`src/rtl/agp_ht_pkg.sv`:
```
package agp_ht_pkg;
  typedef enum logic [1:0] {
    LP_RD    = 2'b00,
    LP_WR    = 2'b01,
    LP_FLUSH = 2'b10,
    LP_FENCE = 2'b11
  } lp_op_e;

  typedef enum logic [1:0] {
    HT_RD    = 2'b00,
    HT_WR    = 2'b01,
    HT_FLUSH = 2'b10
  } ht_cmd_e;

  typedef struct packed {
    ht_cmd_e cmd;
    logic    posted;
    logic    pass_pw;
    logic    resp_pass_pw;
  } ht_hdr_t;
endpackage

```
`src/rtl/agp_ht_cnt.sv`:
```
module agp_ht_cnt #(
  parameter int W = 4
) (
  input  logic clk_i,
  input  logic rst_ni,
  input  logic inc_i,
  input  logic dec_i,
  output logic zero_o,
  output logic full_o
);
  logic [W-1:0] cnt_q;

  assign zero_o = (cnt_q == '0);
  assign full_o = &cnt_q;

  always_ff @(posedge clk_i or negedge rst_ni) begin
    if (!rst_ni)                        cnt_q <= '0;
    else if (inc_i && !dec_i && !full_o) cnt_q <= cnt_q + 1'b1;
    else if (dec_i && !inc_i && !zero_o) cnt_q <= cnt_q - 1'b1;
  end
endmodule

```
`src/rtl/agp_ht_hp_chan.sv`:
```
module agp_ht_hp_chan
  import agp_ht_pkg::*;
#(
  parameter int CNT_W = 4
) (
  input  logic    clk_i,
  input  logic    rst_ni,
  input  logic    req_valid_i,
  input  logic    req_wr_i,
  input  logic    pass_pw_i,
  input  logic    grant_i,
  input  logic    wr_done_i,
  input  logic    rd_done_i,
  output logic    req_ready_o,
  output logic    want_o,
  output ht_hdr_t hdr_o
);
  logic wr_zero, wr_full, rd_zero, rd_full;
  logic ok, fire;

  // only the counter limit can stall this channel
  assign ok          = req_wr_i ? !wr_full : !rd_full;
  assign want_o      = req_valid_i && ok;
  assign req_ready_o = ok && grant_i;
  assign fire        = req_valid_i && req_ready_o;

  always_comb begin
    hdr_o.cmd          = req_wr_i ? HT_WR : HT_RD;
    hdr_o.posted       = req_wr_i;
    hdr_o.pass_pw      = pass_pw_i;
    hdr_o.resp_pass_pw = !req_wr_i;
  end

  agp_ht_cnt #(.W(CNT_W)) u_wr_cnt (
    .clk_i, .rst_ni, .inc_i(fire && req_wr_i), .dec_i(wr_done_i),
    .zero_o(wr_zero), .full_o(wr_full)
  );
  agp_ht_cnt #(.W(CNT_W)) u_rd_cnt (
    .clk_i, .rst_ni, .inc_i(fire && !req_wr_i), .dec_i(rd_done_i),
    .zero_o(rd_zero), .full_o(rd_full)
  );

  logic unused_zero;
  assign unused_zero = wr_zero ^ rd_zero;
endmodule

```
`src/rtl/agp_ht_lp_chan.sv`:
```
module agp_ht_lp_chan
  import agp_ht_pkg::*;
#(
  parameter int CNT_W = 4
) (
  input  logic       clk_i,
  input  logic       rst_ni,
  input  logic       req_valid_i,
  input  logic [1:0] req_op_i,
  input  logic       flush_pkt_i,
  input  logic       grant_i,
  input  logic       wr_done_i,
  input  logic       rd_done_i,
  output logic       req_ready_o,
  output logic       want_o,
  output ht_hdr_t    hdr_o
);
  lp_op_e op;
  logic   wr_zero, wr_full, rd_zero, rd_full;
  logic   ok, needs_pkt, fire;

  assign op = lp_op_e'(req_op_i);

  always_comb begin
    ok        = 1'b0;
    needs_pkt = 1'b1;
    hdr_o     = '{cmd: HT_RD, posted: 1'b0, pass_pw: 1'b1, resp_pass_pw: 1'b1};
    unique case (op)
      LP_RD: ok = wr_zero && !rd_full;
      LP_WR: begin
        ok                 = !wr_full;
        hdr_o.cmd          = HT_WR;
        hdr_o.resp_pass_pw = 1'b0;
      end
      LP_FLUSH: begin
        ok                 = wr_zero;
        needs_pkt          = flush_pkt_i;
        hdr_o.cmd          = HT_FLUSH;
        hdr_o.pass_pw      = 1'b0;
        hdr_o.resp_pass_pw = 1'b0;
      end
      LP_FENCE: begin
        ok        = wr_zero && rd_zero;
        needs_pkt = 1'b0;
      end
      default: ok = 1'b0;
    endcase
  end

  assign want_o      = req_valid_i && ok && needs_pkt;
  assign req_ready_o = ok && (!needs_pkt || grant_i);
  assign fire        = req_valid_i && req_ready_o;

  agp_ht_cnt #(.W(CNT_W)) u_wr_cnt (
    .clk_i, .rst_ni, .inc_i(fire && op == LP_WR), .dec_i(wr_done_i),
    .zero_o(wr_zero), .full_o(wr_full)
  );
  agp_ht_cnt #(.W(CNT_W)) u_rd_cnt (
    .clk_i, .rst_ni, .inc_i(fire && op == LP_RD), .dec_i(rd_done_i),
    .zero_o(rd_zero), .full_o(rd_full)
  );
endmodule

```
`src/rtl/agp_ht_xlat.sv`:
```
module agp_ht_xlat
  import agp_ht_pkg::*;
#(
  parameter int CNT_W = 4
) (
  input  logic       clk_i,
  input  logic       rst_ni,
  input  logic       hp_pass_pw_i,
  input  logic       flush_pkt_i,
  input  logic       hp_req_valid_i,
  input  logic       hp_req_wr_i,
  output logic       hp_req_ready_o,
  input  logic       lp_req_valid_i,
  input  logic [1:0] lp_req_op_i,
  output logic       lp_req_ready_o,
  output logic       pkt_valid_o,
  input  logic       pkt_ready_i,
  output logic [1:0] pkt_cmd_o,
  output logic       pkt_posted_o,
  output logic       pkt_pass_pw_o,
  output logic       pkt_resp_pass_pw_o,
  output logic       pkt_hi_o,
  input  logic       hp_wr_done_i,
  input  logic       hp_rd_done_i,
  input  logic       lp_wr_done_i,
  input  logic       lp_rd_done_i
);
  logic    hp_want, lp_want;
  ht_hdr_t hp_hdr, lp_hdr, hdr;

  agp_ht_hp_chan #(.CNT_W(CNT_W)) u_hp (
    .clk_i, .rst_ni,
    .req_valid_i(hp_req_valid_i), .req_wr_i(hp_req_wr_i), .pass_pw_i(hp_pass_pw_i),
    .grant_i(pkt_ready_i), .wr_done_i(hp_wr_done_i), .rd_done_i(hp_rd_done_i),
    .req_ready_o(hp_req_ready_o), .want_o(hp_want), .hdr_o(hp_hdr)
  );

  // low priority gets the link only when high priority has nothing to send
  agp_ht_lp_chan #(.CNT_W(CNT_W)) u_lp (
    .clk_i, .rst_ni,
    .req_valid_i(lp_req_valid_i), .req_op_i(lp_req_op_i), .flush_pkt_i(flush_pkt_i),
    .grant_i(pkt_ready_i && !hp_want), .wr_done_i(lp_wr_done_i), .rd_done_i(lp_rd_done_i),
    .req_ready_o(lp_req_ready_o), .want_o(lp_want), .hdr_o(lp_hdr)
  );

  assign hdr                = hp_want ? hp_hdr : lp_hdr;
  assign pkt_valid_o        = hp_want || lp_want;
  assign pkt_hi_o           = hp_want;
  assign pkt_cmd_o          = hdr.cmd;
  assign pkt_posted_o       = hdr.posted;
  assign pkt_pass_pw_o      = hdr.pass_pw;
  assign pkt_resp_pass_pw_o = hdr.resp_pass_pw;
endmodule

```
`config.mk`:
```
export PLATFORM = sky130hd
export DESIGN_NAME = agp_ht_xlat
export DESIGN_NICKNAME = d
export VERILOG_FILES = /design/src/rtl/agp_ht_pkg.sv /design/src/rtl/agp_ht_cnt.sv /design/src/rtl/agp_ht_hp_chan.sv /design/src/rtl/agp_ht_lp_chan.sv /design/src/rtl/agp_ht_xlat.sv
export SDC_FILE = /design/constraint.sdc
export NUM_CORES = 1
export LEC_CHECK = 0
export BUFFER_PORTS_ARGS = -buffer_cell sky130_fd_sc_hd__buf_4
export CELL_PAD_IN_SITES_DETAIL_PLACEMENT = 2
export CELL_PAD_IN_SITES_GLOBAL_PLACEMENT = 2
export CORE_MARGIN = 2
export CORE_UTILIZATION = 37
export DETAILED_ROUTE_END_ITERATION = 10
export PLACE_DENSITY_LB_ADDON = 0.25
export SLEW_MARGIN = 10
export SYNTH_ARGS = -nofsm -noshare
export SYNTH_HDL_FRONTEND = slang
export SYNTH_HIERARCHICAL = 1
export SYNTH_SLANG_ARGS = --single-unit
```
`constraint.sdc`:
```
create_clock -name clk_i -period 3.4 [get_ports clk_i]
set_input_delay 0.34 -clock clk_i [delete_from_list [all_inputs] [get_ports clk_i]]
set_output_delay 0.34 -clock clk_i [all_outputs]
set_load 0.005 [all_outputs]
```
==> summary.txt, run 1 <==
Place
  – Placed cell areas: 1630 um2
  – Placer Congestion: 0.818
  – Final HPWL DP: 2.83 mm
  – Port Buf Inserts: 22
  – Placed insts: 193

Clock network
  – Worst-Skew Late Latency: 260 ps
  – CTS root buf: clkbuf_8
  – CTS max path bufs: 2
  – CTS Buf Count: 3
  – Setup Buffers After CTS: 0
  – CTS H-tree depth: 1
  – CTS sink count: 16
  – CTS tree: done
  – Worst-path clk slew: 80 ps

Synthesis
  – Complex-gate fraction of the synthesized area: 8.31%
  – Post-synth EDFFs: 0
  – Sequential fraction of the synthesis area: 27.7%
  – Multiplexer area fraction after synthesis: 14.9%
  – Yosys Warn Count: 6
  – Yosys cell types: 30
  – Adder-Cell Fraction of Synth Area: 17.7%
  – Post-synthesis xor/xnor area fraction: 7.27%
  – Synthesized area: 1450 um2
  – Synth Area in Simple Gates: 19.0%
  – Most used flip-flop cell after synthesis: dfrtp_1
  – Syn avg cell area: 11.3 um2
  – Synth Net Count: 160
  – Register bit total from synthesis: 16
  – Mapped Cells: 128
  – Post-synth ARST share: 100%
  – Main combinational cell family by area after synthesis: simple AND/OR/NAND/NOR gates

Power and ir drop
  – Pleak: 0.000780 uW
  – Power Dens Cells: 706 nW/um2
  – Pwr Total: 1200 uW
  – Peak supply drop: 366 uV

Routing
  – First-pass DRT Iterations: 4
  – Drt total wl: 3.68 mm
  – Via count: 1031
  – Initial DRC count: 22
  – Drt wl/cell: 18.6 um
  – Post-route ant nets: 0
  – DR vias/cell: 5.21
  – DRC Markers: 0

STA
  – Max Clk Rate: 314 MHz
  – RSZ-0062 raised after global routing: false
  – Final Hold Vio Count: 0
  – Final setup viols: 0
  – Tmin final: 3190 ps
  – Fin crit share: 93.7%
  – Layout Skew: 10.8 ps
  – Setup TNS: 0 ps
  – Slew Viols, Final: 0

Cells and area
  – Non-filler cells, final: 198
  – Layout fillers: 400
  – Share of cells above drive strength 1: 35.3%
  – Post-Route Utilization: 45.9%
  – Final nets: 183
  – Layout Area Growth over Synthesis: 17.9%
  – Final antenna diode count: 0
  – Finished Cell Area: 1700 um2

Setup path
  – Largest stage delay, worst path: 460 ps
  – Cells on worst reg2reg path: 12
  – Setup Crit Path Kind: reg2reg
  – R2R Setup Slk: 210 ps
  – Crit path DAT: 3370 ps
  – R2r startpoint: u_hp/u_wr_cnt/cnt_q[3]
  – Startpoint type of the worst setup path: flip-flop
  – Worst reg2reg endpoint: u_lp/u_rd_cnt/cnt_q[3]
  – Crit-path cells: and4_1 -> mux2i_1 -> and2_1 -> and2b_2 -> a21oi_1 -> a211oi_2 -> or3b_4 -> ha_1 -> a21o_1 -> a21oi_1 -> mux2i_1 -> xor2_1
  – Critical-path maximum fanout: 5
  – CP max stage cell: or3b_4
  – Req. time, crit path: 3580 ps
  – CP endpoint kind: flip-flop

Floorplan
  – Die area: 4420 um2
  – Io pins: 23
  – Initial Util: 38.9%
  – Row cnt: 22
  – Die W: 66.5 um
  – CORE AREA: 3720 um2
  – Die Ht: 66.5 um

Flow run
  – Max Cap Viol: 0

GRT
  – Tot GR Track Use: 18.4%
  – Number of global-route vias before repair: 1167
  – Initial antenna violation count: 0
  – Global route total overflow: 0
  – Largest net degree at the start of global routing: 17
  – First-pass GRT wire length: 5.97 mm

Run status
  – Status: finished, final reports clean

Min path
  – HP Class: in2async
[per-layer routing]
metal	up-vias	routed length (um)	global-route usage, %
met3	2	152	3.72
met5	-	0	0
met1	517	1690	22.9
met2	23	1820	33.4
met4	0	18	2.30
li1	489	-	-
[per-stage QoR]
step                      hold WS [ps]  setup WS [ps]
after floorplan                   44.4            403
after global placement             220            318
after detailed placement           221            144
after CTS                          477           69.3
after global routing               522           6.15
final                              492            214
[worst max-delay path, delay by kind of cell (launching register included)]
kind	cells	cell delay, ps
flops	1	420
simple gates	4	1120
mux	2	370
compound gates	4	710
xor+xnor	1	190
fa+ha+maj	1	290
[layout by cell type (no fill, tap or decap), types with 3 or more instances in the layout]
master / Yosys / layout
clkbuf_8: 0 / 4
mux2_1: 8 / 8
mux2_4: 5 / 5
and2_1: 3 / 3
xor2_1: 12 / 12
buf_4: 5 / 23
or3b_1: 4 / 4
fa_1: 4 / 4
nand2_2: 4 / 4
a21o_1: 4 / 4
inv_1: 5 / 5
mux2i_1: 5 / 5
a21oi_1: 6 / 6
dfrtp_2: 0 / 4
dfrtp_1: 16 / 12
or3b_4: 4 / 4
ha_1: 14 / 14
nand2_1: 4 / 4
nor4_2: 4 / 4
and4_1: 4 / 4
[worst max path at each step]
stage,start,to,slack (ps)
floorplan,u_hp/u_wr_cnt/cnt_q[0],u_lp/u_rd_cnt/cnt_q[3],400
global placement,u_hp/u_rd_cnt/cnt_q[0],u_lp/u_rd_cnt/cnt_q[3],320
detailed placement,u_hp/u_wr_cnt/cnt_q[0],u_lp/u_rd_cnt/cnt_q[3],140
CTS,u_hp/u_wr_cnt/cnt_q[0],u_lp/u_rd_cnt/cnt_q[3],70
global route,u_hp/u_rd_cnt/cnt_q[2],u_lp/u_rd_cnt/cnt_q[3],6
finish,u_hp/u_wr_cnt/cnt_q[3],u_lp/u_rd_cnt/cnt_q[3],210
[registers in the layout, summed over array words and instances (netlist names)]
register / count
u_hp/u_rd_cnt/cnt_q: 4
u_hp/u_wr_cnt/cnt_q: 4
u_lp/u_wr_cnt/cnt_q: 4
u_lp/u_rd_cnt/cnt_q: 4
[what timing repair did]
| item | in CTS | in global routing |
|---|---|---|
| setup endpoints to repair | 0 | 1 |
| gates resized for setup | 0 | 5 |
| hold buffers | 1 | 0 |
| endpoints found under the hold margin | 16 | 0 |
[synth_stat cells (all sizes together) (5+ instances only)]
| cell | number | area [um2] |
|---|---|---|
| or3b | 8 | 80.1 |
| mux2i | 5 | 50.1 |
| a21oi | 6 | 30.0 |
| inv | 5 | 18.8 |
| ha | 14 | 175 |
| mux2 | 13 | 165 |
| dfrtp | 16 | 400 |
| nand2 | 8 | 40.0 |
| xor2 | 12 | 105 |
| buf | 6 | 48.8 |
[power breakdown]
part / leakage (uW) / internal, uW / switching (uW)
combinational: 0.000569 / 299 / 262
sequential: 0.000183 / 300 / 159
clock: 0.0000288 / 103 / 80.7
total: 0.000780 / 702 / 501
[cells by family after synthesis]
| kind of cell | Yosys count |
|---|---|
| and+or+nand+nor | 35 |
| adders and majority gates | 18 |
| xor gates and xnor gates | 12 |
| other | 2 |
| muxes | 18 |
| AOI/OAI and AO/OA | 16 |
| buffers and inverters | 11 |
| DFF | 16 |
[cell type report]
| class | instances | area, um2 | area share (%) |
|---|---|---|---|
| clock buffer | 4 | 55.1 | 3.23 |
| inverter | 5 | 18.8 | 1.10 |
| multi-input combinational | 101 | 982 | 57.6 |
| sequential | 16 | 405 | 23.8 |
| tap | 48 | 60.1 | 3.52 |
| timing repair buffer | 24 | 183 | 10.7 |
(Power assumes the default switching activity.)
==> inputs of run 2 (changes only) <==
Settings changed: BUFFER_PORTS_ARGS -buffer_cell sky130_fd_sc_hd__buf_4 to -buffer_cell sky130_fd_sc_hd__clkbuf_2, CORE_UTILIZATION 37 to 35, PLACE_DENSITY set to 0.81, PLACE_DENSITY_LB_ADDON 0.25 to not set, SYNTH_HIERARCHICAL 1 to not set.
==> run 2 against run 1 <==
  * Critical path depth is 1 lower
  * Count of clock-buffer cells in the layout stayed put
  * Synthesized area is 8.5% lower
  * Sequential cell count stayed put
  * First-iteration DRC count is 4.5% higher
  * Fmax is 1.1% lower
  * Highest routed layer unchanged
  * Critical path type unchanged
  * Synthesized cell count is 3.9% higher
==> summary.txt, run 2 <==
Run status
  – Status: finished, final reports clean

STA
  – Tmin final: 3220 ps (+35.4 ps)
  – Slew Viols, Final: 0 (unchanged)
  – Setup TNS: 0 ps (unchanged)
  – Fin crit share: 94.7% (+1.0 points)
  – Final setup viols: 0 (unchanged)
  – RSZ-0062 raised after global routing: false
  – Final Hold Vio Count: 0 (unchanged)
  – Max transition margin: 59.8%
  – Layout Skew: 0.974 ps (-9.87 ps)
  – Least-Margin Pin Slew: 597 ps
  – Max Clk Rate: 310 MHz (-1.1%)

Cells and area
  – Layout fillers: 416 (+4.0%)
  – Share of cells above drive strength 1: 27.7% (-7.7 points)
  – Post-Route Utilization: 43.1% (-2.8 points)
  – Layout Area Growth over Synthesis: 18.4%
  – Area of the multi-input gates: 911 um2 (-7.3%)
  – Commonest non-fill, non-tap cells in the layout: clkbuf_2 (22), dfrtp_1 (14), ha_1 (12)
  – Seq. cell area: 403 um2 (-0.62%)
  – Final nets: 190 (+3.8%)
  – Most common cell after layout, fill and taps aside: clkbuf_2
  – Final antenna diode count: 0 (unchanged)

Synthesis
  – Synth Net Count: 163 (+1.9%)
  – Post-synth ARST share: 100% (unchanged)
  – Yosys Warn Count: 0 (-6)
  – Mapped Cells: 133 (+3.9%)
  – Share of the synthesized area in the top cell type: 30.3% (+2.6 points)
  – Synth area leaders: dfrtp_1 (30%), ha_1 (11%), fa_1 (6.1%)
  – Register bit total from synthesis: 16 (unchanged)
  – Most used flip-flop cell after synthesis: dfrtp_1
  – Count leader, synth: dfrtp_1
  – Post-synth EDFFs: 0 (unchanged)
  – Yosys cell types: 37 (+23%)
  – Sequential fraction of the synthesis area: 30.3% (+2.6 points)
  – Commonest cells post-synth: dfrtp_1 (16), ha_1 (12), nand2_1 (10)
  – Synthesized area: 1320 um2 (-8.5%)
  – Syn avg cell area: 9.94 um2 (-12%)
  – Leading area contributor after synthesis: dfrtp_1

Floorplan
  – Row cnt: 22 (unchanged)
  – Io pins: 23 (unchanged)
  – CORE AREA: 3630 um2 (-2.2%)
  – Initial Util: 36.4% (-2.5 points)
  – Die area: 4290 um2 (-3.1%)
  – Die W: 65.5 um (-1.5%)
  – Die Ht: 65.5 um (-1.5%)

Clock network
  – Post-CTS Resized: 0 (unchanged)
  – CTS H-tree depth: 1 (unchanged)
  – CTS sink count: 16 (unchanged)
  – Worst-path clk slew: 70 ps (about the same)
  – CTS Buf Count: 3 (unchanged)
  – Cts-stage hold buffer count: 0 (-1)
  – CTS root buf: clkbuf_8
  – CTS tree: done
  – CTS max path bufs: 2 (unchanged)
  – Worst-Skew Late Latency: 250 ps (about the same)
  – Setup Buffers After CTS: 0 (unchanged)

Place
  – Port Buf Inserts: 22 (unchanged)
  – Placer Congestion: 0.814 (-0.53%)
  – Final HPWL DP: 3.20 mm (+13%)

Routing
  – Via count: 1124 (+9.0%)
  – Drt total wl: 3.91 mm (+6.4%)
  – Post-route ant nets: 0 (unchanged)
  – Drt wl/cell: 18.9 um (+1.7%)
  – Initial DRC count: 23 (+4.5%)
  – DR vias/cell: 5.43 (+4.3%)
  – First-pass DRT Iterations: 3 (-1)
  – DRC Markers: 0 (unchanged)

Setup path
  – Largest stage delay, worst path: 560 ps (+100 ps)
  – Req. time, crit path: 3530 ps (-50 ps)
  – CP Buf/Inv Count: 0 (unchanged)
  – CP endpoint kind: flip-flop
  – Top Family by Delay on Critical Path: simple AND/OR/NAND/NOR gates
  – Startpoint type of the worst setup path: flip-flop
  – Critical-path maximum fanout: 6 (+1)
  – Setup Crit Path Kind: reg2reg
  – Crit-path cells: or4_4 -> or3b_1 -> o22ai_4 -> and3_4 -> or2b_4 -> ha_1 -> a21o_1 -> a21oi_1 -> nor2b_1 -> mux2i_1 -> xnor2_1
  – CP max stage cell: or4_4
  – Crit path DAT: 3360 ps (about the same)

GRT
  – First-pass GRT wire length: 6.66 mm (+12%)
  – Number of global-route vias before repair: 1333 (+14%)
  – Initial antenna violation count: 0 (unchanged)
  – Tot GR Track Use: 20.7% (+2.4 points)
  – Global route total overflow: 0 (unchanged)
  – Largest net degree at the start of global routing: 17 (unchanged)

Min path
  – HP Class: in2async

Power and ir drop
  – Peak supply drop: 280 uV (-24%)
  – Pleak: 0.000694 uW (-11%)
  – Power Dens Cells: 761 nW/um2 (+7.8%)

Flow run
  – Max Cap Viol: 0 (unchanged)
[run 2: cell types whose count changed after synthesis, sizes merged, moves of 5 or more]
cell,previous run,this run
buf,6,0
xor2,12,5
xnor2,0,5
nand4,0,5
mux2,13,7
or3b,8,1
[run 2: layout make-up]
class	count	area share (%)
inverters	5	1.20
repair buffers	23	7.51
flip-flops and latches	16	25.7
clock buffers	4	3.52
well taps	48	3.84
multi-input cells	111	58.2
[run 2: per-layer routing]
metal / global-route usage (%) / up-vias / share of wire (%)
li1: - / 534 / -
met1: 24.3 / 574 / 42
met2: 39.3 / 12 / 55
met3: 2.57 / 4 / 1.6
met4: 5.73 / 0 / 0.97
met5: 0 / - / 0
[run 2: per-stage QoR]
stage	setup WS [ps]	area [um2]	power (uW)	std cells	hold WS, ps
2_1_floorplan	390	1320	822	133	44.4
3_3_place_gp	328	1500	931	203	298
3_5_place_dp	126	1500	1020	203	303
4_1_cts	116	1550	1200	207	26.6
5_1_grt	19.7	1570	1310	207	34.7
6_report	179	1570	1190	207	11.2
[run 2: worst paths after layout]
path	start	to	slack [ps]	cells past startpoint
setup / recovery	u_lp.u_wr_cnt.cnt_q[1]	u_lp.u_rd_cnt.cnt_q[3]	180	11
hold / removal	rst_ni	u_hp.u_wr_cnt.cnt_q[2]	10	1
setup reg to reg	u_lp.u_wr_cnt.cnt_q[1]	u_lp.u_rd_cnt.cnt_q[3]	180	11
hold reg to reg	u_hp.u_wr_cnt.cnt_q[3]	u_hp.u_wr_cnt.cnt_q[3]	530	1
max in group asynchronous	rst_ni	u_lp.u_wr_cnt.cnt_q[1]	3060	1
min in group clk_i	lp_wr_done_i	u_lp.u_wr_cnt.cnt_q[0]	420	3
[run 2: power breakdown]
part	switching [uW]	leakage, uW	internal, uW
sequential	162	0.000186	294
clock	74.2	0.0000288	103
combinational	266	0.000478	293
[run 2: logic make-up after synthesis]
family | synth area share (%)
AO/OA/AOI/OAI | 15.8
XOR/XNOR | 6.62
adder cells (fa/ha/maj) | 17.4
buffers and inverters | 1.70
flip-flops | 30.3
multiplexers | 9.75
AND/OR/NAND/NOR | 18.4
==> inputs of run 3 (changes only) <==
Clock period 3.4 ns to 3.3 ns, I/O delays scaled along.
==> run 3 against run 2 <==
  * Final cell count increased by 1.4%
  * Highest routed layer unchanged
  * Largest power group unchanged
  * Via count increased by 0.18%
  * Fmax increased by 2.3%
  * Global-route usage decreased by 1.1 points
  * Routed wire length decreased by 6.2%
  * Combinational power increased by 7.5%
  * Utilization increased by 0.55 points
  * Clock skew about the same
  * Critical endpoint unchanged
  * Sequential share of layout area decreased by 0.40 points
  * Count of clock-buffer cells in the layout unchanged
  * Register-to-register slack got worse by 30 ps
==> summary.txt, run 3 (synthesized netlist as in run 2, its figures left out) <==
Power and ir drop
  – Net Sw Power: 503 uW (+0.25%)
  – Power Dens Cells: 776 nW/um2 (+1.9%)
  – Peak supply drop: 305 uV (+9.2%)
  – Switching share of power: 40.9% (-1.2 points)
  – Pleak: 0.000708 uW (+2.1%)
  – Clock power frac: 15.0% (about the same)
  – Internal power: 726 uW (+5.3%)
  – Register share of total power: 36.2% (-2.0 points)
  – Power share of the combinational group: 48.9% (+2.0 points)
  – Pwr Total: 1230 uW (+3.2%)

Run status
  – Status: finished, final reports clean

STA
  – RSZ-0062 raised after global routing: false
  – Tmin final: 3150 ps (-72.7 ps)
  – Slew Viols, Final: 0 (unchanged)
  – Least-Margin Pin Slew: 548 ps (-49.3 ps)
  – Max Clk Rate: 318 MHz (+2.3%)
  – Final setup viols: 0 (unchanged)
  – Fin crit share: 95.4% (+0.67 points)
  – Layout Skew: 1.31 ps (+0.331 ps)
  – Final Hold Vio Count: 0 (unchanged)
  – Setup TNS: 0 ps (unchanged)
  – Max transition margin: 63.1% (+3.3 points)

Routing
  – DRC Markers: 0 (unchanged)
  – Initial DRC count: 29 (+26%)
  – Drt total wl: 3.67 mm (-6.2%)
  – Drt wl/cell: 17.5 um (-7.5%)
  – Post-route ant nets: 0 (unchanged)
  – First-pass DRT Iterations: 4 (+1)
  – Via count: 1126 (+0.18%)
  – DR vias/cell: 5.36 (-1.3%)

Setup path
  – Req. time, crit path: 3440 ps (-90 ps)
  – CP max stage cell: or4_4
  – Crit-path cells: or4_4 -> or3b_1 -> o22ai_4 -> and3_4 -> or2b_1 -> ha_1 -> a21o_1 -> a21oi_1 -> nor2b_2 -> mux2i_1 -> xnor2_1
  – Crit path DAT: 3290 ps (-70 ps)
  – Setup Crit Path Kind: reg2reg
  – CP endpoint kind: flip-flop
  – Startpoint type of the worst setup path: flip-flop
  – CP Buf/Inv Count: 0 (unchanged)
  – Largest stage delay, worst path: 550 ps (about the same)
  – Top Family by Delay on Critical Path: simple AND/OR/NAND/NOR gates
  – Critical-path maximum fanout: 4 (-2)

Clock network
  – CTS tree: done
  – Worst-path clk slew: 70 ps (about the same)
  – CTS root buf: clkbuf_8
  – Worst-Skew Late Latency: 250 ps (about the same)
  – CTS H-tree depth: 1 (unchanged)
  – CTS Buf Count: 3 (unchanged)
  – CTS sink count: 16 (unchanged)
  – Cts-stage hold buffer count: 0 (unchanged)
  – CTS max path bufs: 2 (unchanged)

Place
  – Placed insts: 204 (+0.49%)
  – Final HPWL DP: 2.93 mm (-8.5%)
  – Placed cell areas: 1500 um2 (+0.50%)
  – Placer Congestion: 0.818 (+0.54%)
  – Port Buf Inserts: 22 (unchanged)

Cells and area
  – Layout Area Growth over Synthesis: 19.9%
  – Non-filler cells, final: 210 (+1.4%)
  – Final nets: 193 (+1.6%)
  – Share of cells above drive strength 1: 28.4% (+0.72 points)
  – Final antenna diode count: 0 (unchanged)
  – Post-Route Utilization: 43.6% (+0.55 points)
  – Layout fillers: 413 (-0.72%)
  – Commonest non-fill, non-tap cells in the layout: clkbuf_2 (22), dfrtp_1 (15), ha_1 (12)
  – Most common cell after layout, fill and taps aside: clkbuf_2
  – Finished Cell Area: 1590 um2 (+1.3%)

GRT
  – First-pass GRT wire length: 6.44 mm (-3.3%)
  – Number of global-route vias before repair: 1319 (-1.1%)
  – Largest net degree at the start of global routing: 17 (unchanged)
  – Tot GR Track Use: 19.6% (-1.1 points)
  – Global route total overflow: 0 (unchanged)
  – Initial antenna violation count: 0 (unchanged)

Floorplan
  – Row cnt: 22 (unchanged)
  – Initial Util: 36.4% (unchanged)
  – Die Ht: 65.5 um (unchanged)
  – CORE AREA: 3630 um2 (unchanged)
  – Io pins: 23 (unchanged)
  – Die area: 4290 um2 (unchanged)
  – Die W: 65.5 um (unchanged)

Min path
  – HP Class: in2async

Flow run
  – Max Cap Viol: 0 (unchanged)
## run 3: cell types whose count changed in the layout (fill, tap and decap cells not counted), sizes merged
cell	before	now
buf	1	4
## run 3: worst register-to-register path, delay by kind of cell, from the launching register on
kind | cells | cell delay [ps]
XOR/XNOR | 1 | 130
AO/OA/AOI/OAI | 3 | 450
flip-flops | 1 | 430
AND/OR/NAND/NOR | 5 | 1660
multiplexers | 1 | 90
adder cells (fa/ha/maj) | 1 | 290
## run 3: cell type report
class / instances / area (um2) / share of cell area, %
repair buffers: 26 / 140 / 8.84
inverters: 5 / 18.8 / 1.18
flip-flops and latches: 16 / 402 / 25.3
clock buffers: 4 / 55.1 / 3.47
well taps: 48 / 60.1 / 3.79
multi-input cells: 111 / 910 / 57.4
## run 3: worst paths after layout
kind | start | to | slack, ps | cells after the start
max | u_lp.u_wr_cnt.cnt_q[1] | u_lp.u_rd_cnt.cnt_q[3] | 150 | 11
min | rst_ni | u_lp.u_rd_cnt.cnt_q[0] | 10 | 1
max in group asynchronous | rst_ni | u_lp.u_wr_cnt.cnt_q[1] | 2950 | 1
max reg2reg | u_lp.u_wr_cnt.cnt_q[1] | u_lp.u_rd_cnt.cnt_q[3] | 150 | 11
min in group clk_i | lp_wr_done_i | u_lp.u_wr_cnt.cnt_q[0] | 430 | 3
min reg2reg | u_hp.u_wr_cnt.cnt_q[3] | u_hp.u_wr_cnt.cnt_q[3] | 510 | 1
## run 3: power groups by stage
stage / clock network [uW] / registers (uW) / logic (uW)
floorplan: 0 / 417 / 429
global placement: 0 / 441 / 524
detailed placement: 0 / 456 / 580
CTS: 191 / 452 / 588
global route: 197 / 472 / 688
finish: 184 / 445 / 601
## run 3: metrics by stage
step / hold WS (ps) / setup WS (ps)
2_1_floorplan: 34.4 / 290
3_3_place_gp: 285 / 227
3_5_place_dp: 295 / 41.9
4_1_cts: 19.5 / 14.1
5_1_grt: 32.4 / 11.7
6_report: 10.9 / 151
## run 3: layer usage
metal | vias up | track usage (%) | part of all wire, %
li1 | 541 | - | -
met1 | 571 | 23.5 | 43
met2 | 10 | 36.6 | 54
met3 | 4 | 2.91 | 1.7
met4 | 0 | 4.43 | 0.98
met5 | - | 0 | 0
## run 3: timing repair
| item | 4_1_cts | 5_1_grt |
|---|---|---|
| resized for setup | 0 | 3 |
| setup endpoints to repair | 0 | 1 |
| buffers inserted | 0 | 2 |
